### config.mk
export PLATFORM = sky130hd
export DESIGN_NAME = tdes_coproc
export DESIGN_NICKNAME = d
export VERILOG_FILES = /design/src/rtl/tdes_pkg.sv /design/src/rtl/tdes_datapath.sv /design/src/rtl/tdes_ctrl.sv /design/src/rtl/tdes_coproc.sv
export SDC_FILE = /design/constraint.sdc
export NUM_CORES = 1
export LEC_CHECK = 0
export BUFFER_PORTS_ARGS = -buffer_cell sky130_fd_sc_hd__buf_2
export CORE_MARGIN = 1.5
export CORE_UTILIZATION = 60
export CTS_CLUSTER_DIAMETER = 40
export CTS_CLUSTER_SIZE = 16
export DETAILED_ROUTE_END_ITERATION = 6
export GPL_ROUTABILITY_DRIVEN = 0
export PLACE_DENSITY = 0.72
export RECOVER_POWER = 25
export SLEW_MARGIN = 40
export SYNTH_ARGS = -nofsm -noshare
export SYNTH_HDL_FRONTEND = slang
export SYNTH_HIERARCHICAL = 1
export SYNTH_SLANG_ARGS = --single-unit
### constraint.sdc
create_clock -name clk -period 4.4 [get_ports clk]
set_input_delay 0 -clock clk [delete_from_list [all_inputs] [get_ports clk]]
set_output_delay 0 -clock clk [all_outputs]
set_load 0.02 [all_outputs]
### src/rtl/tdes_pkg.sv
package tdes_pkg;

  localparam int BYTE_W    = 8;
  localparam int BLK_W     = 64;
  localparam int HALF_W    = BLK_W / 2;
  localparam int CD_W      = 56;
  localparam int CD_HALF   = CD_W / 2;
  localparam int SUBKEY_W  = 48;
  localparam int ROUNDS    = 16;
  localparam int STAGES    = 3;
  localparam int BLK_BYTES = BLK_W / BYTE_W;
  localparam int KPTR_W    = $clog2(2 * BLK_BYTES);
  localparam int DPTR_W    = $clog2(BLK_BYTES);
  localparam int RIDX_W    = $clog2(ROUNDS);
  localparam int ADDR_W    = 2;
  localparam int OP_CYCLES = STAGES * (ROUNDS + 2);

  localparam logic [ADDR_W-1:0] ADDR_CTRL = 2'd0;
  localparam logic [ADDR_W-1:0] ADDR_KEY  = 2'd1;
  localparam logic [ADDR_W-1:0] ADDR_DATA = 2'd2;
  localparam logic [ADDR_W-1:0] ADDR_STAT = 2'd3;

  typedef struct packed {
    logic              load;
    logic              round;
    logic              finish;
    logic              useKeyB;
    logic              inverse;
    logic [RIDX_W-1:0] roundIdx;
  } dpStrobe_t;

  localparam int P_TAB [32] = '{16, 7, 20, 21, 29, 12, 28, 17, 1, 15, 23, 26, 5, 18, 31, 10,
                                2, 8, 24, 14, 32, 27, 3, 9, 19, 13, 30, 6, 22, 11, 4, 25};

  localparam int PC1_TAB [56] = '{57, 49, 41, 33, 25, 17, 9, 1, 58, 50, 42, 34, 26, 18,
                                  10, 2, 59, 51, 43, 35, 27, 19, 11, 3, 60, 52, 44, 36,
                                  63, 55, 47, 39, 31, 23, 15, 7, 62, 54, 46, 38, 30, 22,
                                  14, 6, 61, 53, 45, 37, 29, 21, 13, 5, 28, 20, 12, 4};

  localparam int PC2_TAB [48] = '{14, 17, 11, 24, 1, 5, 3, 28, 15, 6, 21, 10,
                                  23, 19, 12, 4, 26, 8, 16, 7, 27, 20, 13, 2,
                                  41, 52, 31, 37, 47, 55, 30, 40, 51, 45, 33, 48,
                                  44, 49, 39, 56, 34, 53, 46, 42, 50, 36, 29, 32};

  // Each box: 64 nibbles, row-major (row = outer bits, column = inner bits), first entry in the MSBs.
  localparam logic [255:0] SBOX_TAB [8] = '{
    256'hE4D12FB83A6C5907_0F74E2D1A6CB9538_41E8D62BFC973A50_FC8249175B3EA06D,
    256'hF18E6B34972DC05A_3D47F28EC01A69B5_0E7BA4D158C6932F_D8A13F42B67C05E9,
    256'hA09E63F51DC7B428_D709346A285ECBF1_D6498F30B12C5AE7_1AD069874FE3B52C,
    256'h7DE3069A1285BC4F_D8B56F03472C1AE9_A690CB7DF13E5284_3F06A1D8945BC72E,
    256'h2C417AB6853FD0E9_EB2C47D150FA3986_421BAD78F9C5630E_B8C71E2D6F09A453,
    256'hC1AF92680D34E75B_AF427C9561DE0B38_9EF528C3704A1DB6_432C95FABE17608D,
    256'h4B2EF08D3C975A61_D0B7491AE35C2F86_14BDC37EAF680592_6BD814A7950FE23C,
    256'hD2846FB1A93E50C7_1FD8A374C56B0E92_7B419CE206ADF358_21E74A8DFC90356B
  };

  // Source bit (1-based, MSB first) feeding output position i of the initial permutation.
  function automatic int ipSource(input int i);
    int row, col;
    row = i / 8;
    col = i % 8;
    return (row < 4) ? (58 + 2 * row - 8 * col) : (57 + 2 * (row - 4) - 8 * col);
  endfunction

  function automatic logic [BLK_W-1:0] initPerm(input logic [BLK_W-1:0] x);
    logic [BLK_W-1:0] y;
    y = '0;
    for (int i = 0; i < BLK_W; i++) y[BLK_W-1-i] = x[BLK_W-ipSource(i)];
    return y;
  endfunction

  function automatic logic [BLK_W-1:0] finalPerm(input logic [BLK_W-1:0] x);
    logic [BLK_W-1:0] y;
    y = '0;
    for (int i = 0; i < BLK_W; i++) y[BLK_W-ipSource(i)] = x[BLK_W-1-i];
    return y;
  endfunction

  function automatic logic [SUBKEY_W-1:0] expandHalf(input logic [HALF_W-1:0] r);
    logic [SUBKEY_W-1:0] y;
    y = '0;
    for (int g = 0; g < 8; g++)
      for (int j = 0; j < 6; j++)
        y[SUBKEY_W-1-(6*g+j)] = r[HALF_W-(((4*g+j+HALF_W-1) % HALF_W)+1)];
    return y;
  endfunction

  function automatic logic [HALF_W-1:0] roundPerm(input logic [HALF_W-1:0] x);
    logic [HALF_W-1:0] y;
    y = '0;
    for (int i = 0; i < HALF_W; i++) y[HALF_W-1-i] = x[HALF_W-P_TAB[i]];
    return y;
  endfunction

  function automatic logic [CD_W-1:0] keyChoice1(input logic [BLK_W-1:0] k);
    logic [CD_W-1:0] y;
    y = '0;
    for (int i = 0; i < CD_W; i++) y[CD_W-1-i] = k[BLK_W-PC1_TAB[i]];
    return y;
  endfunction

  function automatic logic [SUBKEY_W-1:0] keyChoice2(input logic [CD_W-1:0] cd);
    logic [SUBKEY_W-1:0] y;
    y = '0;
    for (int i = 0; i < SUBKEY_W; i++) y[SUBKEY_W-1-i] = cd[CD_W-PC2_TAB[i]];
    return y;
  endfunction

  function automatic logic [3:0] sboxLookup(input int box, input logic [5:0] x);
    int idx;
    idx = int'({x[5], x[0], x[4:1]});
    return SBOX_TAB[box][255-4*idx -: 4];
  endfunction

  function automatic int shiftOf(input logic [RIDX_W-1:0] idx);
    return (idx == 4'd0 || idx == 4'd1 || idx == 4'd8 || idx == 4'd15) ? 1 : 2;
  endfunction

  function automatic logic [CD_HALF-1:0] rotLeft(input logic [CD_HALF-1:0] x, input int n);
    return (n == 1) ? {x[CD_HALF-2:0], x[CD_HALF-1]} : {x[CD_HALF-3:0], x[CD_HALF-1:CD_HALF-2]};
  endfunction

  function automatic logic [CD_HALF-1:0] rotRight(input logic [CD_HALF-1:0] x, input int n);
    return (n == 1) ? {x[0], x[CD_HALF-1:1]} : {x[1:0], x[CD_HALF-1:2]};
  endfunction

endpackage

### src/rtl/tdes_datapath.sv
module tdes_datapath
  import tdes_pkg::*;
(
  input  logic                clk,
  input  logic                rstN,
  input  dpStrobe_t           st,
  input  logic                keyWe,
  input  logic [KPTR_W-1:0]   keyIdx,
  input  logic                dataWe,
  input  logic [DPTR_W-1:0]   dataIdx,
  input  logic [BYTE_W-1:0]   wrByte,
  output logic [BYTE_W-1:0]   rdByte
);

  logic [BLK_W-1:0]    keyA, keyB, blkQ;
  logic [HALF_W-1:0]   lQ, rQ;
  logic [CD_W-1:0]     cdQ, cdUse, cdNext;
  logic [SUBKEY_W-1:0] subKey, mixBits;
  logic [HALF_W-1:0]   sOut, fOut;
  int                  shAmt, shBack;

  always_comb begin
    shAmt  = shiftOf(st.roundIdx);
    shBack = shiftOf(4'(ROUNDS - 1) - st.roundIdx);
    if (st.inverse) begin
      cdUse  = cdQ;
      cdNext = {rotRight(cdQ[CD_W-1:CD_HALF], shBack), rotRight(cdQ[CD_HALF-1:0], shBack)};
    end else begin
      cdUse  = {rotLeft(cdQ[CD_W-1:CD_HALF], shAmt), rotLeft(cdQ[CD_HALF-1:0], shAmt)};
      cdNext = cdUse;
    end
    subKey  = keyChoice2(cdUse);
    mixBits = expandHalf(rQ) ^ subKey;
  end

  for (genvar g = 0; g < 8; g++) begin : g_sbox
    assign sOut[HALF_W-1-4*g -: 4] = sboxLookup(g, mixBits[SUBKEY_W-1-6*g -: 6]);
  end

  assign fOut = roundPerm(sOut);

  always_ff @(posedge clk or negedge rstN) begin
    if (!rstN) begin
      keyA <= '0;
      keyB <= '0;
      blkQ <= '0;
      lQ   <= '0;
      rQ   <= '0;
      cdQ  <= '0;
    end else begin
      if (keyWe) begin
        if (keyIdx[KPTR_W-1]) keyB[BLK_W-1-BYTE_W*int'(keyIdx[KPTR_W-2:0]) -: BYTE_W] <= wrByte;
        else                  keyA[BLK_W-1-BYTE_W*int'(keyIdx[KPTR_W-2:0]) -: BYTE_W] <= wrByte;
      end
      if (dataWe) blkQ[BLK_W-1-BYTE_W*int'(dataIdx) -: BYTE_W] <= wrByte;
      if (st.load) begin
        {lQ, rQ} <= initPerm(blkQ);
        cdQ      <= keyChoice1(st.useKeyB ? keyB : keyA);
      end
      if (st.round) begin
        lQ  <= rQ;
        rQ  <= lQ ^ fOut;
        cdQ <= cdNext;
      end
      if (st.finish) blkQ <= finalPerm({rQ, lQ});
    end
  end

  assign rdByte = blkQ[BLK_W-1-BYTE_W*int'(dataIdx) -: BYTE_W];

endmodule

### src/rtl/tdes_ctrl.sv
module tdes_ctrl
  import tdes_pkg::*;
(
  input  logic              clk,
  input  logic              rstN,
  input  logic              sfrWr,
  input  logic              sfrRd,
  input  logic [ADDR_W-1:0] sfrAddr,
  input  logic [2:0]        ctrlBits,
  output dpStrobe_t         st,
  output logic              keyWe,
  output logic [KPTR_W-1:0] keyIdx,
  output logic              dataWe,
  output logic [DPTR_W-1:0] dataIdx,
  output logic              busy,
  output logic              done
);

  typedef enum logic [1:0] {S_IDLE, S_LOAD, S_ROUND, S_FINISH} state_t;

  state_t            state;
  logic [1:0]        stageCnt;
  logic [RIDX_W-1:0] roundCnt;
  logic              decMode;
  logic              ctrlWr, dataRd, startReq, ptrClr, lastStage, opEnd;

  assign busy      = (state != S_IDLE);
  assign ctrlWr    = sfrWr && sfrAddr == ADDR_CTRL && !busy;
  assign keyWe     = sfrWr && sfrAddr == ADDR_KEY  && !busy;
  assign dataWe    = sfrWr && sfrAddr == ADDR_DATA && !busy;
  assign dataRd    = sfrRd && sfrAddr == ADDR_DATA && !busy;
  assign startReq  = ctrlWr && ctrlBits[0];
  assign ptrClr    = ctrlWr && ctrlBits[2];
  assign lastStage = (stageCnt == 2'(STAGES - 1));
  assign opEnd     = (state == S_FINISH) && lastStage;

  always_comb begin
    st          = '0;
    st.load     = (state == S_LOAD);
    st.round    = (state == S_ROUND);
    st.finish   = (state == S_FINISH);
    st.useKeyB  = (stageCnt == 2'd1);
    st.inverse  = decMode ^ (stageCnt == 2'd1);
    st.roundIdx = roundCnt;
  end

  always_ff @(posedge clk or negedge rstN) begin
    if (!rstN) begin
      state    <= S_IDLE;
      stageCnt <= '0;
      roundCnt <= '0;
      decMode  <= 1'b0;
      done     <= 1'b0;
      keyIdx   <= '0;
      dataIdx  <= '0;
    end else begin
      if (ptrClr)     keyIdx <= '0;
      else if (keyWe) keyIdx <= keyIdx + 1'b1;

      if (ptrClr || opEnd)     dataIdx <= '0;
      else if (dataWe || dataRd) dataIdx <= dataIdx + 1'b1;

      unique case (state)
        S_IDLE: if (startReq) begin
          state    <= S_LOAD;
          stageCnt <= '0;
          roundCnt <= '0;
          decMode  <= ctrlBits[1];
          done     <= 1'b0;
        end
        S_LOAD: state <= S_ROUND;
        S_ROUND: begin
          if (roundCnt == RIDX_W'(ROUNDS - 1)) begin
            roundCnt <= '0;
            state    <= S_FINISH;
          end else begin
            roundCnt <= roundCnt + 1'b1;
          end
        end
        S_FINISH: begin
          if (lastStage) begin
            state <= S_IDLE;
            done  <= 1'b1;
          end else begin
            stageCnt <= stageCnt + 1'b1;
            state    <= S_LOAD;
          end
        end
        default: state <= S_IDLE;
      endcase
    end
  end

endmodule

### src/rtl/tdes_coproc.sv
module tdes_coproc
  import tdes_pkg::*;
(
  input  logic              clk,
  input  logic              rstN,
  input  logic              sfrWr,
  input  logic              sfrRd,
  input  logic [ADDR_W-1:0] sfrAddr,
  input  logic [BYTE_W-1:0] sfrWdata,
  output logic [BYTE_W-1:0] sfrRdata,
  output logic              busy,
  output logic              done
);

  dpStrobe_t         dpSt;
  logic              keyWe, dataWe;
  logic [KPTR_W-1:0] keyIdx;
  logic [DPTR_W-1:0] dataIdx;
  logic [BYTE_W-1:0] dataByte;

  tdes_ctrl u_ctrl (
    .clk      (clk),
    .rstN     (rstN),
    .sfrWr    (sfrWr),
    .sfrRd    (sfrRd),
    .sfrAddr  (sfrAddr),
    .ctrlBits (sfrWdata[2:0]),
    .st       (dpSt),
    .keyWe    (keyWe),
    .keyIdx   (keyIdx),
    .dataWe   (dataWe),
    .dataIdx  (dataIdx),
    .busy     (busy),
    .done     (done)
  );

  tdes_datapath u_dp (
    .clk     (clk),
    .rstN    (rstN),
    .st      (dpSt),
    .keyWe   (keyWe),
    .keyIdx  (keyIdx),
    .dataWe  (dataWe),
    .dataIdx (dataIdx),
    .wrByte  (sfrWdata),
    .rdByte  (dataByte)
  );

  always_comb begin
    unique case (sfrAddr)
      ADDR_DATA: sfrRdata = dataByte;
      ADDR_STAT: sfrRdata = {6'b0, done, busy};
      default:   sfrRdata = '0;
    endcase
  end

endmodule

==> impl_metrics.yaml <==
status:
  status: "finished, violations left"
  violations: "design-rule violations, max-capacitance violations, max-slew violations"
timing:
  relSlewSlack: -0.3129
  rsz0062_at_grt: "no"
  finalSetupTns_ns: 0
  timing.final.crit_share: 0.9627
  hold_violations: 0
  clock.fmax_mhz: 236.1
  min_period_ns: 4.236
  setup_viol: 0
  worst-slew-pin-transition_ns: 1.969
  maxSlewViolCount: 267
  fin_skew_ns: 0.02201
clocking:
  clock_latency_ns: 0.60
  cts.htree.levels: 2
  clk_pin_slew_worst_paths_ns: 0.06
  tritoncts: "built"
  root_buffer: "clkbuf_16"
  cts_buffers: 50
  cts.path.max_buffers: 3
  clock_sinks: 313
synthesis:
  synth_edf_count: 0
  synthCells: 2679
  synth_seq_cells: 313
  syn-cell-area_um2: 23940
  yosysSeqAreaShare: 0.3272
  avgSynthCellArea_um2: 8.936
  synth-main-ff-cell: "dfrtp_1"
  ys_warn_count: 6
  async_flop_share: 1.000
  syn_nets: 2765
  synth.distinct_cells: 97
final_layout:
  fillers: 3041
  syn_to_final_growth_pct: 10.67
  seqCellArea_um2: 7834
  multi_input_area_um2: 15150
  drive_above_1_share: 0.1805
  antenna_cells: 0
  nets: 2716
drt:
  dr.pass1.iters: 7
  drc: 1
  drt_wl_total_um: 73980
  vias: 21783
  wl_per_cell_um: 23.20
  post_drt_via_cell_ratio: 6.833
  drtIter0Drc: 2835
  postRouteAntennaNets: 0
setup_path:
  endpoint_kind: "flop"
  worstPathArrival_ns: 4.72
  rr_startpoint: "u_ctrl/roundCnt[2]$_DFFE_PN0P_"
  cp_top_family: "compound AO/OA/AOI/OAI gates"
  critPathMaxFanout: 26
  crit_cells: 13
  reg2reg_depth: 13
  cp-endpoint: "u_dp/rQ[2]$_DFFE_PN0P_"
  cpPeakStageDelay_ns: 0.61
  r2r-end: "u_dp/rQ[2]$_DFFE_PN0P_"
  worst-setup-path-type: "flop to flop"
  startpoint_type: "flop"
  critPathSlowestCell: "dfrtp_1"
  required_ns: 4.89
  crit_path_cell_trace: "and4_4 > buf_4 > o21ai_0 > a31oi_1 > buf_4 > xnor2_2 > inv_1 > ha_1 > mux2_2 > o21ai_0 > o311ai_0 > a32o_1 > a211oi_1"
  reg2reg_slack_ns: 0.16
  crit_start: "u_ctrl/roundCnt[2]$_DFFE_PN0P_"
  cp.buffers_inverters: 3
global_route:
  antenna_found_initial: 1
  grt_overflow: 0
  grt_usage: 0.3584
  grt_start_max_net_pins: 111
  grt_pass1_wl_um: 117500
  grt_pass1_vias: 20670
floorplan:
  start_util: 0.6137
  die-area_um2: 41110
  core_um2: 39010
  row_count: 72
  pin_count: 24
  chipWidth_um: 202.7
  dieHeight_um: 202.7
placement:
  hpwlAfterDp_um: 51640
  io_buffers: 23
flow_run:
  cap_violations: 2
min_path:
  hold_path_class: "input pin to flop"
  whs_path_depth: 5
metal layers:
metal	vias to the layer above	wire (um)	track usage
met5	-	13	0
met4	2	2784	0.1402
met3	218	6479	0.07191
met2	1139	34480	0.5733
met1	10601	30220	0.4790
li1	9823	-	-
how the worst min path moves through the flow:
stage | slack (ns) | startpoint | end
3_3_place_gp | 0.10 | rstN | u_dp/rQ[11]$_DFFE_PN0P_
4_1_cts | 0.009 | sfrWdata[5] | u_dp/blkQ[21]$_DFFE_PN0P_
2_1_floorplan | -0.30 | rstN | u_ctrl/dataIdx[0]$_DFFE_PN0P_
3_5_place_dp | 0.09 | rstN | u_dp/rQ[17]$_DFFE_PN0P_
6_report | 0.05 | sfrAddr[0] | u_ctrl/dataIdx[2]$_DFFE_PN0P_
5_1_grt | 0.07 | sfrWdata[5] | u_dp/blkQ[53]$_DFFE_PN0P_
through the flow:
| stage | cell area (um2) | worst slack, ns | util | instances | hold WS, ns |
|---|---|---|---|---|---|
| after floorplan | 23940 | 0.4924 | - | 2679 | -0.2956 |
| after global placement | 24570 | 0.3896 | 0.6299 | 3085 | 0.1007 |
| after detailed placement | 24650 | 0.2847 | 0.6320 | 3086 | 0.09265 |
| after CTS | 26420 | 0.2540 | 0.6772 | 3183 | 0.009342 |
| after global routing | 26490 | 0.01899 | 0.6792 | 3188 | 0.07320 |
| final | 26490 | 0.1643 | 0.6792 | 3188 | 0.05179 |
timing repair:
| item | in CTS | in global routing |
|---|---|---|
| setup endpoints to repair | 0 | 5 |
| setup buffers | 0 | 2 |
| hold endpoints to repair | 109 | 18 |
| resized for setup | 0 | 3 |
| hold buffers | 5 | 1 |
sequential cells by signal (all words and copies together), names as in the netlist:
name             count
u_dp/blkQ           64
u_dp/cdQ            56
u_dp/keyA           56
u_dp/keyB           56
u_dp/lQ             32
u_dp/rQ             32
u_ctrl/keyIdx        4
u_ctrl/roundCnt      4
u_ctrl/dataIdx       3
u_ctrl/stageCnt      2
u_ctrl/state         2
u_ctrl/decMode       1
u_ctrl/done          1
logic make-up (layout without fill, tap and decap cells):
kind of cell    Yosys count  count (layout)  share of synthesized area
simple gates            842             842                     0.1643
compound gates          684             684                     0.1936
mux                     399             399                     0.1872
flops                   313             313                     0.3272
buf+inv                 277             268                    0.04855
xor+xnor                 92              92                    0.04150
fa+ha+maj                72              72                    0.03763
synth_stat cells (10+ instances only):
master / count / share of area
nand2_1: 331 / 0.052
dfrtp_1: 313 / 0.33
o21ai_0: 235 / 0.049
mux2i_1: 225 / 0.094
nand3_1: 172 / 0.036
mux2_2: 150 / 0.071
nor2_1: 146 / 0.023
clkbuf_1: 125 / 0.020
a211oi_1: 91 / 0.029
ha_1: 72 / 0.038
a21oi_1: 59 / 0.012
inv_1: 52 / 0.0082
xnor2_1: 48 / 0.018
buf_2: 45 / 0.0094
o211ai_1: 40 / 0.013
a31oi_1: 38 / 0.0099
buf_1: 34 / 0.0053
nor3_1: 31 / 0.0065
nor4_1: 31 / 0.0081
a31o_2: 25 / 0.0091
mux4_2: 24 / 0.023
xor2_1: 22 / 0.0080
a311oi_1: 21 / 0.0077
nor2b_1: 18 / 0.0047
and3_1: 16 / 0.0042
o31ai_1: 16 / 0.0050
nand2b_1: 15 / 0.0039
or3_1: 13 / 0.0034
nand4_1: 12 / 0.0031
o2111ai_1: 11 / 0.0040
o31a_1: 11 / 0.0040
xnor2_2: 11 / 0.0075
a211o_1: 10 / 0.0037
o22ai_1: 10 / 0.0026
worst min-delay path: stages:
cell and delay, ns:
buf_2 0.15, nand3b_1 0.20, nor3b_1 0.08, xnor2_1 0.13, nor2_1 0.04
area by class of cell:
class / count / share of cell area
multi-input combinational: 2089 / 0.5719
inverter: 58 / 0.008217
timing repair buffer: 118 / 0.03504
clock inverter: 39 / 0.01634
clock buffer: 53 / 0.04841
tap: 518 / 0.02446
sequential: 313 / 0.2957
placed cells by master, fill, tap and decap left out, types with 9 or more instances in the layout:
cell type  synthesis  layout
a2111oi_0          9       9
a211o_1           10      10
a211oi_1          91      89
a21oi_1           59      59
a221oi_1           9       9
a311oi_1          21      21
a31o_2            25      25
a31oi_1           38      38
and3_1            16      16
buf_2             45      21
buf_4              9      78
clkbuf_16          0      50
dfrtp_1          313     312
ha_1              72      68
inv_1             52      51
inv_8              0      11
mux2_2           150     150
mux2i_1          225     225
mux4_2            24      24
nand2_1          331     331
nand2b_1          15      15
nand3_1          172     172
nand4_1           12      12
nor2_1           146     144
nor2b_1           18      17
nor3_1            31      31
nor4_1            31      29
o2111ai_1         11      11
o211ai_1          40      40
o21ai_0          235     234
o22ai_1           10      10
o31a_1            11      11
o31ai_1           16      16
or3_1             13      13
xnor2_1           48      42
xnor2_2           11      15
xor2_1            22      21
xor2_2             9       9
Power is not shown: default switching activity piles up to over one toggle a cycle in this logic, so the estimate is an artifact.
